$ cat src/rtl/pcc_pkg.sv
package pcc_pkg;

    typedef enum logic [2:0] {
        M_RUN  = 3'd0,
        M_LSLP = 3'd1,
        M_VRET = 3'd2,
        M_RRET = 3'd3,
        M_COLL = 3'd4
    } pmode_e;

    typedef enum logic [3:0] {
        S_IDLE,
        S_L2WAIT,
        S_X_PWR,
        S_X_RET,
        S_X_RST,
        S_X_CLK,
        S_E_CLK,
        S_E_RET,
        S_E_PWR,
        S_ACK
    } cseq_e;

    typedef enum logic [2:0] {
        L_ON,
        L_FLUSH,
        L_GATE,
        L_OFF,
        L_SETTLE
    } l2st_e;

    function automatic pmode_e norm_mode(logic [2:0] m);
        return (m > 3'd4) ? M_COLL : pmode_e'(m);
    endfunction

    function automatic logic is_deep(pmode_e m);
        return (m == M_RRET) || (m == M_COLL);
    endfunction

endpackage

$ cat src/rtl/pcc_core_seq.sv
module pcc_core_seq
    import pcc_pkg::*;
#(
    parameter int CNT_W = 8
) (
    input  logic             clk,
    input  logic             rst_n,
    input  logic             req,
    input  logic [2:0]       mode,
    input  logic [CNT_W-1:0] rst_hold,
    input  logic             l2_ready,
    output logic             ack,
    output logic             clk_en,
    output logic             logic_pwr,
    output logic             reg_ret,
    output logic             cache_ret,
    output logic             core_rst,
    output logic             deep_idle,
    output logic             l2_wait
);

    typedef struct packed {
        cseq_e            st;
        pmode_e           cur;
        pmode_e           tgt;
        pmode_e           pend_m;
        logic             pend_v;
        logic [CNT_W-1:0] cnt;
        logic             clk_en;
        logic             pwr;
        logic             rret;
        logic             cret;
        logic             rst;
    } seq_t;

    seq_t seq_q, seq_d;

    function automatic cseq_e first_exit(pmode_e m);
        return (m == M_LSLP) ? S_X_CLK : S_X_PWR;
    endfunction

    always_comb begin
        seq_d = seq_q;

        // pending slot: newest request wins, cleared when taken
        if (req) begin
            seq_d.pend_v = 1'b1;
            seq_d.pend_m = norm_mode(mode);
        end else if (seq_q.st == S_IDLE && seq_q.pend_v) begin
            seq_d.pend_v = 1'b0;
        end

        unique case (seq_q.st)
            S_IDLE: begin
                if (seq_q.pend_v) begin
                    seq_d.tgt = seq_q.pend_m;
                    if (seq_q.pend_m == seq_q.cur)
                        seq_d.st = S_ACK;
                    else if (seq_q.cur != M_RUN)
                        seq_d.st = l2_ready ? first_exit(seq_q.cur) : S_L2WAIT;
                    else
                        seq_d.st = S_E_CLK;
                end
            end
            S_L2WAIT: begin
                if (l2_ready)
                    seq_d.st = first_exit(seq_q.cur);
            end
            S_X_PWR: begin
                seq_d.pwr = 1'b1;
                seq_d.rst = (seq_q.cur == M_COLL);
                seq_d.cnt = rst_hold;
                seq_d.st  = S_X_RET;
            end
            S_X_RET: begin
                seq_d.rret = 1'b0;
                seq_d.cret = 1'b0;
                seq_d.st   = (seq_q.cur == M_COLL) ? S_X_RST : S_X_CLK;
            end
            S_X_RST: begin
                if (seq_q.cnt == '0)
                    seq_d.st = S_X_CLK;
                else
                    seq_d.cnt = seq_q.cnt - CNT_W'(1);
            end
            S_X_CLK: begin
                seq_d.clk_en = 1'b1;
                seq_d.rst    = 1'b0;
                seq_d.cur    = M_RUN;
                seq_d.st     = (seq_q.tgt == M_RUN) ? S_ACK : S_E_CLK;
            end
            S_E_CLK: begin
                seq_d.clk_en = 1'b0;
                if (seq_q.tgt == M_LSLP) begin
                    seq_d.cur = M_LSLP;
                    seq_d.st  = S_ACK;
                end else begin
                    seq_d.st = S_E_RET;
                end
            end
            S_E_RET: begin
                seq_d.rret = (seq_q.tgt == M_VRET) || (seq_q.tgt == M_RRET);
                seq_d.cret = (seq_q.tgt == M_VRET);
                seq_d.st   = S_E_PWR;
            end
            S_E_PWR: begin
                seq_d.pwr = 1'b0;
                seq_d.cur = seq_q.tgt;
                seq_d.st  = S_ACK;
            end
            S_ACK:   seq_d.st = S_IDLE;
            default: seq_d.st = S_IDLE;
        endcase
    end

    always_ff @(posedge clk) begin
        if (!rst_n) begin
            seq_q <= '{st: S_IDLE, cur: M_RUN, tgt: M_RUN, pend_m: M_RUN,
                       pend_v: 1'b0, cnt: '0, clk_en: 1'b1, pwr: 1'b1,
                       rret: 1'b0, cret: 1'b0, rst: 1'b0};
        end else begin
            seq_q <= seq_d;
        end
    end

    assign ack       = (seq_q.st == S_ACK);
    assign clk_en    = seq_q.clk_en;
    assign logic_pwr = seq_q.pwr;
    assign reg_ret   = seq_q.rret;
    assign cache_ret = seq_q.cret;
    assign core_rst  = seq_q.rst;
    assign deep_idle = (seq_q.st == S_IDLE) && !seq_q.pend_v && is_deep(seq_q.cur);
    assign l2_wait   = (seq_q.st == S_L2WAIT);

endmodule

$ cat src/rtl/pcc_l2_ctrl.sv
module pcc_l2_ctrl
    import pcc_pkg::*;
#(
    parameter int L2_SETTLE = 4
) (
    input  logic clk,
    input  logic rst_n,
    input  logic off_req,
    input  logic gate_req,
    input  logic flush_done,
    input  logic all_deep,
    input  logic any_wait,
    output logic l2_pwr,
    output logic l2_clk_en,
    output logic flush_req,
    output logic l2_ready
);

    localparam int SW = $clog2(L2_SETTLE + 1);

    typedef struct packed {
        l2st_e         st;
        logic          pwr;
        logic          clk;
        logic          flush;
        logic [SW-1:0] cnt;
    } l2_t;

    l2_t l2_q, l2_d;

    always_comb begin
        l2_d = l2_q;
        unique case (l2_q.st)
            L_ON: begin
                l2_d.clk = !gate_req;
                if (off_req && all_deep) begin
                    l2_d.flush = 1'b1;
                    l2_d.st    = L_FLUSH;
                end
            end
            L_FLUSH: begin
                if (flush_done) begin
                    l2_d.flush = 1'b0;
                    l2_d.clk   = 1'b0;
                    l2_d.st    = L_GATE;
                end
            end
            L_GATE: begin
                l2_d.pwr = 1'b0;
                l2_d.st  = L_OFF;
            end
            L_OFF: begin
                if (!off_req || any_wait) begin
                    l2_d.pwr = 1'b1;
                    l2_d.cnt = SW'(L2_SETTLE);
                    l2_d.st  = L_SETTLE;
                end
            end
            L_SETTLE: begin
                if (l2_q.cnt == '0) begin
                    l2_d.clk = !gate_req;
                    l2_d.st  = L_ON;
                end else begin
                    l2_d.cnt = l2_q.cnt - SW'(1);
                end
            end
            default: l2_d.st = L_ON;
        endcase
    end

    always_ff @(posedge clk) begin
        if (!rst_n)
            l2_q <= '{st: L_ON, pwr: 1'b1, clk: 1'b1, flush: 1'b0, cnt: '0};
        else
            l2_q <= l2_d;
    end

    assign l2_pwr    = l2_q.pwr;
    assign l2_clk_en = l2_q.clk;
    assign flush_req = l2_q.flush;
    assign l2_ready  = (l2_q.st == L_ON);

endmodule

$ cat src/rtl/pwr_cluster_ctrl.sv
module pwr_cluster_ctrl
    import pcc_pkg::*;
#(
    parameter int NUM_CORES = 2,
    parameter int CNT_W     = 8,
    parameter int L2_SETTLE = 4
) (
    input  logic                   clk,
    input  logic                   rst_n,
    input  logic [NUM_CORES-1:0]   core_req,
    input  logic [3*NUM_CORES-1:0] core_mode,
    input  logic [CNT_W-1:0]       rst_hold,
    input  logic                   l2_off_req,
    input  logic                   l2_gate_req,
    input  logic                   flush_done,
    output logic [NUM_CORES-1:0]   core_ack,
    output logic [NUM_CORES-1:0]   core_clk_en,
    output logic [NUM_CORES-1:0]   core_logic_pwr,
    output logic [NUM_CORES-1:0]   core_reg_ret,
    output logic [NUM_CORES-1:0]   core_cache_ret,
    output logic [NUM_CORES-1:0]   core_rst,
    output logic                   l2_pwr,
    output logic                   l2_clk_en,
    output logic                   flush_req
);

    logic [NUM_CORES-1:0] deep_idle;
    logic [NUM_CORES-1:0] l2_wait;
    logic                 l2_ready;

    for (genvar gi = 0; gi < NUM_CORES; gi++) begin : g_core
        pcc_core_seq #(.CNT_W(CNT_W)) u_seq (
            .clk       (clk),
            .rst_n     (rst_n),
            .req       (core_req[gi]),
            .mode      (core_mode[3*gi +: 3]),
            .rst_hold  (rst_hold),
            .l2_ready  (l2_ready),
            .ack       (core_ack[gi]),
            .clk_en    (core_clk_en[gi]),
            .logic_pwr (core_logic_pwr[gi]),
            .reg_ret   (core_reg_ret[gi]),
            .cache_ret (core_cache_ret[gi]),
            .core_rst  (core_rst[gi]),
            .deep_idle (deep_idle[gi]),
            .l2_wait   (l2_wait[gi])
        );
    end

    pcc_l2_ctrl #(.L2_SETTLE(L2_SETTLE)) u_l2 (
        .clk        (clk),
        .rst_n      (rst_n),
        .off_req    (l2_off_req),
        .gate_req   (l2_gate_req),
        .flush_done (flush_done),
        .all_deep   (&deep_idle),
        .any_wait   (|l2_wait),
        .l2_pwr     (l2_pwr),
        .l2_clk_en  (l2_clk_en),
        .flush_req  (flush_req),
        .l2_ready   (l2_ready)
    );

endmodule

$ cat config.mk
export PLATFORM = sky130hd
export DESIGN_NAME = pwr_cluster_ctrl
export DESIGN_NICKNAME = d
export VERILOG_FILES = /design/src/rtl/pcc_pkg.sv /design/src/rtl/pcc_core_seq.sv /design/src/rtl/pcc_l2_ctrl.sv /design/src/rtl/pwr_cluster_ctrl.sv
export SDC_FILE = /design/constraint.sdc
export NUM_CORES = 1
export LEC_CHECK = 0
export BUFFER_PORTS_ARGS = -buffer_cell sky130_fd_sc_hd__buf_2
export CORE_UTILIZATION = 55
export DETAILED_ROUTE_END_ITERATION = 8
export HOLD_SLACK_MARGIN = 0.1
export PLACE_DENSITY = 0.75
export SLEW_MARGIN = 30
export SYNTH_ARGS = -nofsm -noshare
export SYNTH_HDL_FRONTEND = slang
export SYNTH_SLANG_ARGS = --single-unit
$ cat constraint.sdc
create_clock -name clk -period 2.15 [get_ports clk]
set_input_delay 0.3225 -clock clk [delete_from_list [all_inputs] [get_ports clk]]
set_output_delay 0.3225 -clock clk [all_outputs]
set_load 0.05 [all_outputs]
; Yosys cells after proc, flatten, opt, wreduce, memory -nomap -nowiden
; Cells that the tools add are included.
[totals]
reg_bits = 63
latch_bits = 0
ram_bits = 0
rom_bits = 0
inputBits = 21
memories = 0
[classes]
addsub = 3
n_mul = 0
n_div = 0
order_cmp = 2
eq_ne = 51
shifts = 0
n_mux = 58
n_bitwise = 0
n_reduce_logical = 59
[op_table]
columns = cell, n
row1 = 4-bit case mux with 9 select lines, 2
row2 = 4-bit two-way mux, 17
row3 = 3-bit two-way mux, 11
row4 = "4-bit by 3-bit == test with 1-bit output, second input constant", 8
row5 = 8-bit case mux with 2 select lines, 2
row6 = 2-bit nonzero test, 15
row7 = "3-bit by 2-bit == test with 1-bit output, second input constant", 8
row8 = "2-bit by 1-bit != test with 1-bit output, second input constant", 10
row9 = 3-bit case mux with 3 select lines, 2
row10 = "4-bit by 2-bit == test with 1-bit output, second input constant", 4
row11 = "4-bit == test, second input constant", 4
row12 = 8-bit logical NOT, 2
row13 = 8-bit two-way mux, 2
row14 = 1-bit case mux with 2 select lines, 8
row15 = 2-bit AND reduction, 8
row16 = "8-bit by 1-bit subtractor with 8-bit output, second input constant", 2
row17 = "3-bit by 1-bit == test with 1-bit output, second input constant", 5
row18 = 3-bit case mux with 5 select lines, 1
row19 = 3-bit AND reduction, 5
row20 = 3-bit nonzero test, 5
row21 = 3-bit logical NOT, 4
row22 = "2-bit != test, second input constant", 5
row23 = "3-bit == test, second input constant", 3
row24 = "4-bit by 1-bit == test with 1-bit output, second input constant", 2
row25 = other kinds (14), 38

; Longest topological paths before layout
[logic_depth]
ltp_word = 7
mapped_depth = 6
ltp_nobuf = 6

; Hierarchy
; From an unflattened synthesis, not the netlist that was laid out.
[unflattened]
hier_cells = 467
area_unflattened_um2 = 3829.9
[modules_own_cells]
columns = module, instances, cells_per_inst, area_each_um2, seq_area_each_um2
row1 = pcc_core_seq, 2, 206, 1660.3, 540.5
row2 = pcc_l2_ctrl, 1, 53, 496.7, 180.2
row3 = pwr_cluster_ctrl, 1, 2, 12.5, 0.0

; Worst setup path before layout
; Ideal clock, no wire load.
[synth_timing]
path_type = reg-to-reg
startpoint = register g_core[0].u_seq.seq_q[5] in the netlist's numbering
endpoint = register g_core[0].u_seq.seq_q[5] in the netlist's numbering
setup_time_ns = 0.095
arrival_ns = 1.623
path_slack_ns = 0.431
stages_incl_launch_ff = 7
path_buffers = 0
period_less_slack_ns = 1.719
cell_sequence = dfxtp_1 > inv_1 > ha_1 > or3b_2 > o21ai_2 > nand2_1 > a221oi_1
[synth_between]
elab_chain_cells = 3
[synth_rtl]
columns = element, line_no
row1 = start: declaration, pcc_core_seq.sv:36  ; seq_t seq_q, seq_d;
row2 = start signal: assignment, pcc_core_seq.sv:118  ; seq_q <= '{st: S_IDLE, cur: M_RUN, tgt: M_RUN, pend_m: M_RUN,
row3 = start signal: assignment, pcc_core_seq.sv:122  ; seq_q <= seq_d;
row4 = 8-bit by 1-bit subtractor with 8-bit output or 8-bit logical NOT (tied branches), "pcc_core_seq.sv:84, pcc_core_seq.sv:81"
row5 = 8-bit two-way mux or 2-bit != test (tied branches), n/a
row6 = 8-bit case mux with 2 select lines or 2-bit AND reduction (tied branches), n/a
; Parallel ways exist; a longest one is shown, timed or not. The select of a mux whose other input is x is not followed.
; A chain may end at the register's enable or synchronous reset.

; Worst setup path in the final report
[layout_timing]
startpoint = register g_core[0].u_seq.seq_q[25] in the netlist's numbering
endpoint = output core_ack[0]
[layout_between]
elab_chain_cells = 1
[layout_rtl]
columns = element, line_no
row1 = 4-bit == test, pcc_core_seq.sv:126  ; assign ack = (seq_q.st == S_ACK);
row2 = end: declaration, pwr_cluster_ctrl.sv:16  ; output logic [NUM_CORES-1:0] core_ack,
; Every way passes these cells.

==> metrics.md <==
| Metric | Value |
|---|---|
| Clock Skew | `0.00705 ns` |
| Number of antenna violations at the first check in global routing | `0` |
| Drt via density | `approximately 6.3` |
| Cells after DPL | `602` |
| Worst min path class | `in2reg` |
| Clk sink count | `63` |
| Tot GR Track Use | `26.6%` |
| Tcrit/Tclk final | `95.7%` |
| Post-CTS sizing | `0` |
| Avg WL per Cell | `15.9 um` |
| Vias in the first global route | `roughly 3.5k` |
| Mapped Cells | `493` |
| Peak supply drop | `0.530 mV` |
| Final HPWL DP | `6890 um` |
| Max cap viols | `0` |
| Post-CTS setup repair buffer count | `0` |
| Worst slew pin tran | `0.498 ns` |
| Final min period | `2.06 ns` |
| GRT overflow | `0` |
| Fin. Hold Viols | `0` |
| Netlist Area Pre-Place | `approximately 4000 sq um` |
| Worst Path Class, Setup | `reg2out` |
| Chip height | `about 87 um` |
| Seq/Total Area, Yosys | `31.5%` |
| CP Launch Type | `flip-flop` |
| Ys async rst share | `0%` |
| # rows | `30` |
| Area Growth Syn to Fin | `10.3%` |
| Share of layout cells above drive strength 1 | `17.3%` |
| Post-route insts no fill | `a little over 600` |
| Final Max Slew Viols | `0` |
| IO Pins | `36` |
| Ys Warns | `0` |
| Clock Tree Root | `clkbuf_8` |
| Largest net degree at the start of global routing | `27` |
| Library cells used by synthesis | `between 70 and 80` |
| ANT nets after route | `0` |
| Drt pass-1 iters | `5` |
| Post-synthesis xor/xnor area fraction | `2.19%` |
| Hold slack | `0.235 ns` |
| Drt initial violations | `about 280` |
| # H-tree levels | `3` |
| GPL Wtd Cong | `0.903` |
| TritonCTS buffer count | `9` |
| Final instance area | `around 4400 sq um` |
| Post-synthesis compound-gate area fraction | `26.6%` |
| Worst Setup SP | `g_core[0].u_seq.seq_q[25]` |
| Critical Path End Type | `output pin` |
| Area share of fa/ha/maj cells after synthesis | `1.88%` |
| Setup-failing EPs final | `0` |
| Antenna diodes | `0` |
| Total Routed Length | `a little under 10,000 um` |
| Nets | `544` |
| Hold buffers post-CTS | `0` |
| Via Count | `3,865` |
| Clock Latency Late Sink | `0.35 ns` |
| Core area | `6910 sq um` |
| Residual DRC | `0` |
| Unrepaired setup endpoints after global routing | `no` |
| CTS clk-pin slew, worst paths | `0.06 ns` |
| Largest family of logic cells by synthesized area | `simple AND/OR/NAND/NOR gates` |
| Worst R2R Start | `g_core[0].u_seq.seq_q[5]` |
| Slew headroom | `between 60% and 70%` |
| Clock buffer depth | `2` |
| Status | `complete, no violations` |
| Leak | `1.66 nW` |
| Synth Net Count | `520` |
| Filler cells | `around 630` |
| Die Wd | `around 87 um` |
| Die area | `7620 sq um` |
| Highest clock rate | `486 MHz` |
| Number of flops mapped to enable cells by yosys | `0` |
| Worst Hold Launch | `core_mode[2]` |
| Dpl cell area | `4230 sq um` |
| Syn avg cell area | `around 8.1 sq um` |
| CTS tree | `yes` |
| Setup slack after layout | `0.0929 ns` |
| Power Density | `roughly 1300 nW/um^2` |
| Synth Register Bits | `63` |
| Layout Utilization | `between 60% and 70%` |
| Mux cell area share after synthesis | `1.75%` |
| Crit path max fanout | `12` |
| TNS Setup | `0 ns` |
| Final Power | `between 5 and 6 mW` |
| Initial Utilization | `57.9%` |
| First-pass GRT wire length | `16,000 um` |
| Synth Area in Simple Gates | `28.5%` |
| Pre-CTS WS | `0.213 ns` |
| Arrival time of the worst setup path | `around 1.7 ns` |
| Most used DFF post-synth | `dfxtp_1` |
| # port buffers | `35` |
| Crit path required time | `1.83 ns` |
-- synth_stat cells, types with 3 or more instances --
library cell  instances  area, sq um
a22o_1                3         26.3
nor2_1               34          128
a31oi_1              11         68.8
ha_1                  6         75.1
nor3_1               10         50.1
nand2_1              47          176
a2111oi_0             3         26.3
buf_2                 9         45.0
nor4_1                3         18.8
o21ai_0              19         95.1
a21oi_1              46          230
buf_4                12         90.1
nor3b_1               6         45.0
a21o_1                3         22.5
xor2_1                4         35.0
buf_1                 3         11.3
or3_1                 3         18.8
a211o_1               3         26.3
a211oi_1              3         22.5
nand3_1              19         95.1
and3_1                4         25.0
or4_1                 5         37.5
xnor2_1               6         52.6
dfxtp_1              63         1260
a21boi_0              3         22.5
o31ai_1               3         22.5
nand4_1               9         56.3
nand4b_1              3         26.3
nand2b_1             10         62.6
nand3b_1              8         60.1
mux2i_1               7         70.1
and2_1                5         31.3
inv_1                17         63.8
nor2b_1               4         25.0
o22ai_1              11         68.8
clkbuf_1             19         71.3
a32o_1                5         50.1
or4b_1                5         50.1
and3b_1               3         26.3
-- critical path, cell delays in order (launching register included) --
cell and delay [ns]:
dfxtp_1 0.40, buf_4 0.22, nor2_1 0.30, and3_1 0.21
buf_2 0.26
-- final cells by class --
type	count	area, sq um	share of cell area [%]
repair buffers	58	348	7.88
multi-input cells	368	2430	55.2
flip-flops and latches	63	1260	28.6
well taps	96	120	2.72
clock inverters	1	30.0	0.680
inverters	17	63.8	1.45
clock buffers	12	155	3.52
-- power by group --
group | total (mW) | internal [mW] | leakage (nW) | switching, mW
combinational | 2.85 | 1.17 | 1.05 | 1.68
sequential | 1.66 | 1.37 | 0.512 | 0.283
clock | 1.03 | 0.580 | 0.0944 | 0.446
total | 5.53 | 3.12 | 1.66 | 2.41
-- kinds of logic after synthesis --
family | Yosys count
DFF | 63
xor gates and xnor gates | 10
muxes | 7
buffers and inverters | 62
AOI/OAI and AO/OA | 152
and+or+nand+nor | 193
adders and majority gates | 6
-- layout by cell type, fill, tap and decap left out, types with 11 or more instances in the layout --
master     n
buf_4     23
clkbuf_8  11
o21ai_0   19
nor2_1    34
nand3_1   19
inv_1     17
buf_2     35
dfxtp_1   63
o22ai_1   11
a31oi_1   11
a21oi_1   46
nand2_1   47
-- worst paths after layout --
path,slack [ns],cells after the start,endpoint
setup / recovery,0.09,4,core_ack[0]
hold / removal,0.24,3,g_core[0].u_seq.seq_q[16]
setup reg to reg,0.16,6,g_core[0].u_seq.seq_q[23]
hold reg to reg,0.45,1,u_l2.l2_pwr
-- sequential cells by signal, indices dropped and copies added (netlist names), 2 cells and up --
signal	count
g_core.u_seq.seq_q	44
u_l2.l2_q	6
g_core.u_seq.cache_ret	2
g_core.u_seq.clk_en	2
g_core.u_seq.core_rst	2
g_core.u_seq.logic_pwr	2
g_core.u_seq.reg_ret	2
-- metal layers --
metal	vias up	global-route usage (%)	wire length (um)	share of wire, %
met5	-	0	0	0
met4	0	9.39	163	1.7
met3	20	5.21	633	6.5
met2	141	41.3	4440	45
met1	1820	36.5	4550	46
li1	1884	-	-	-
Note: power is estimated with default switching activity, not from simulation.
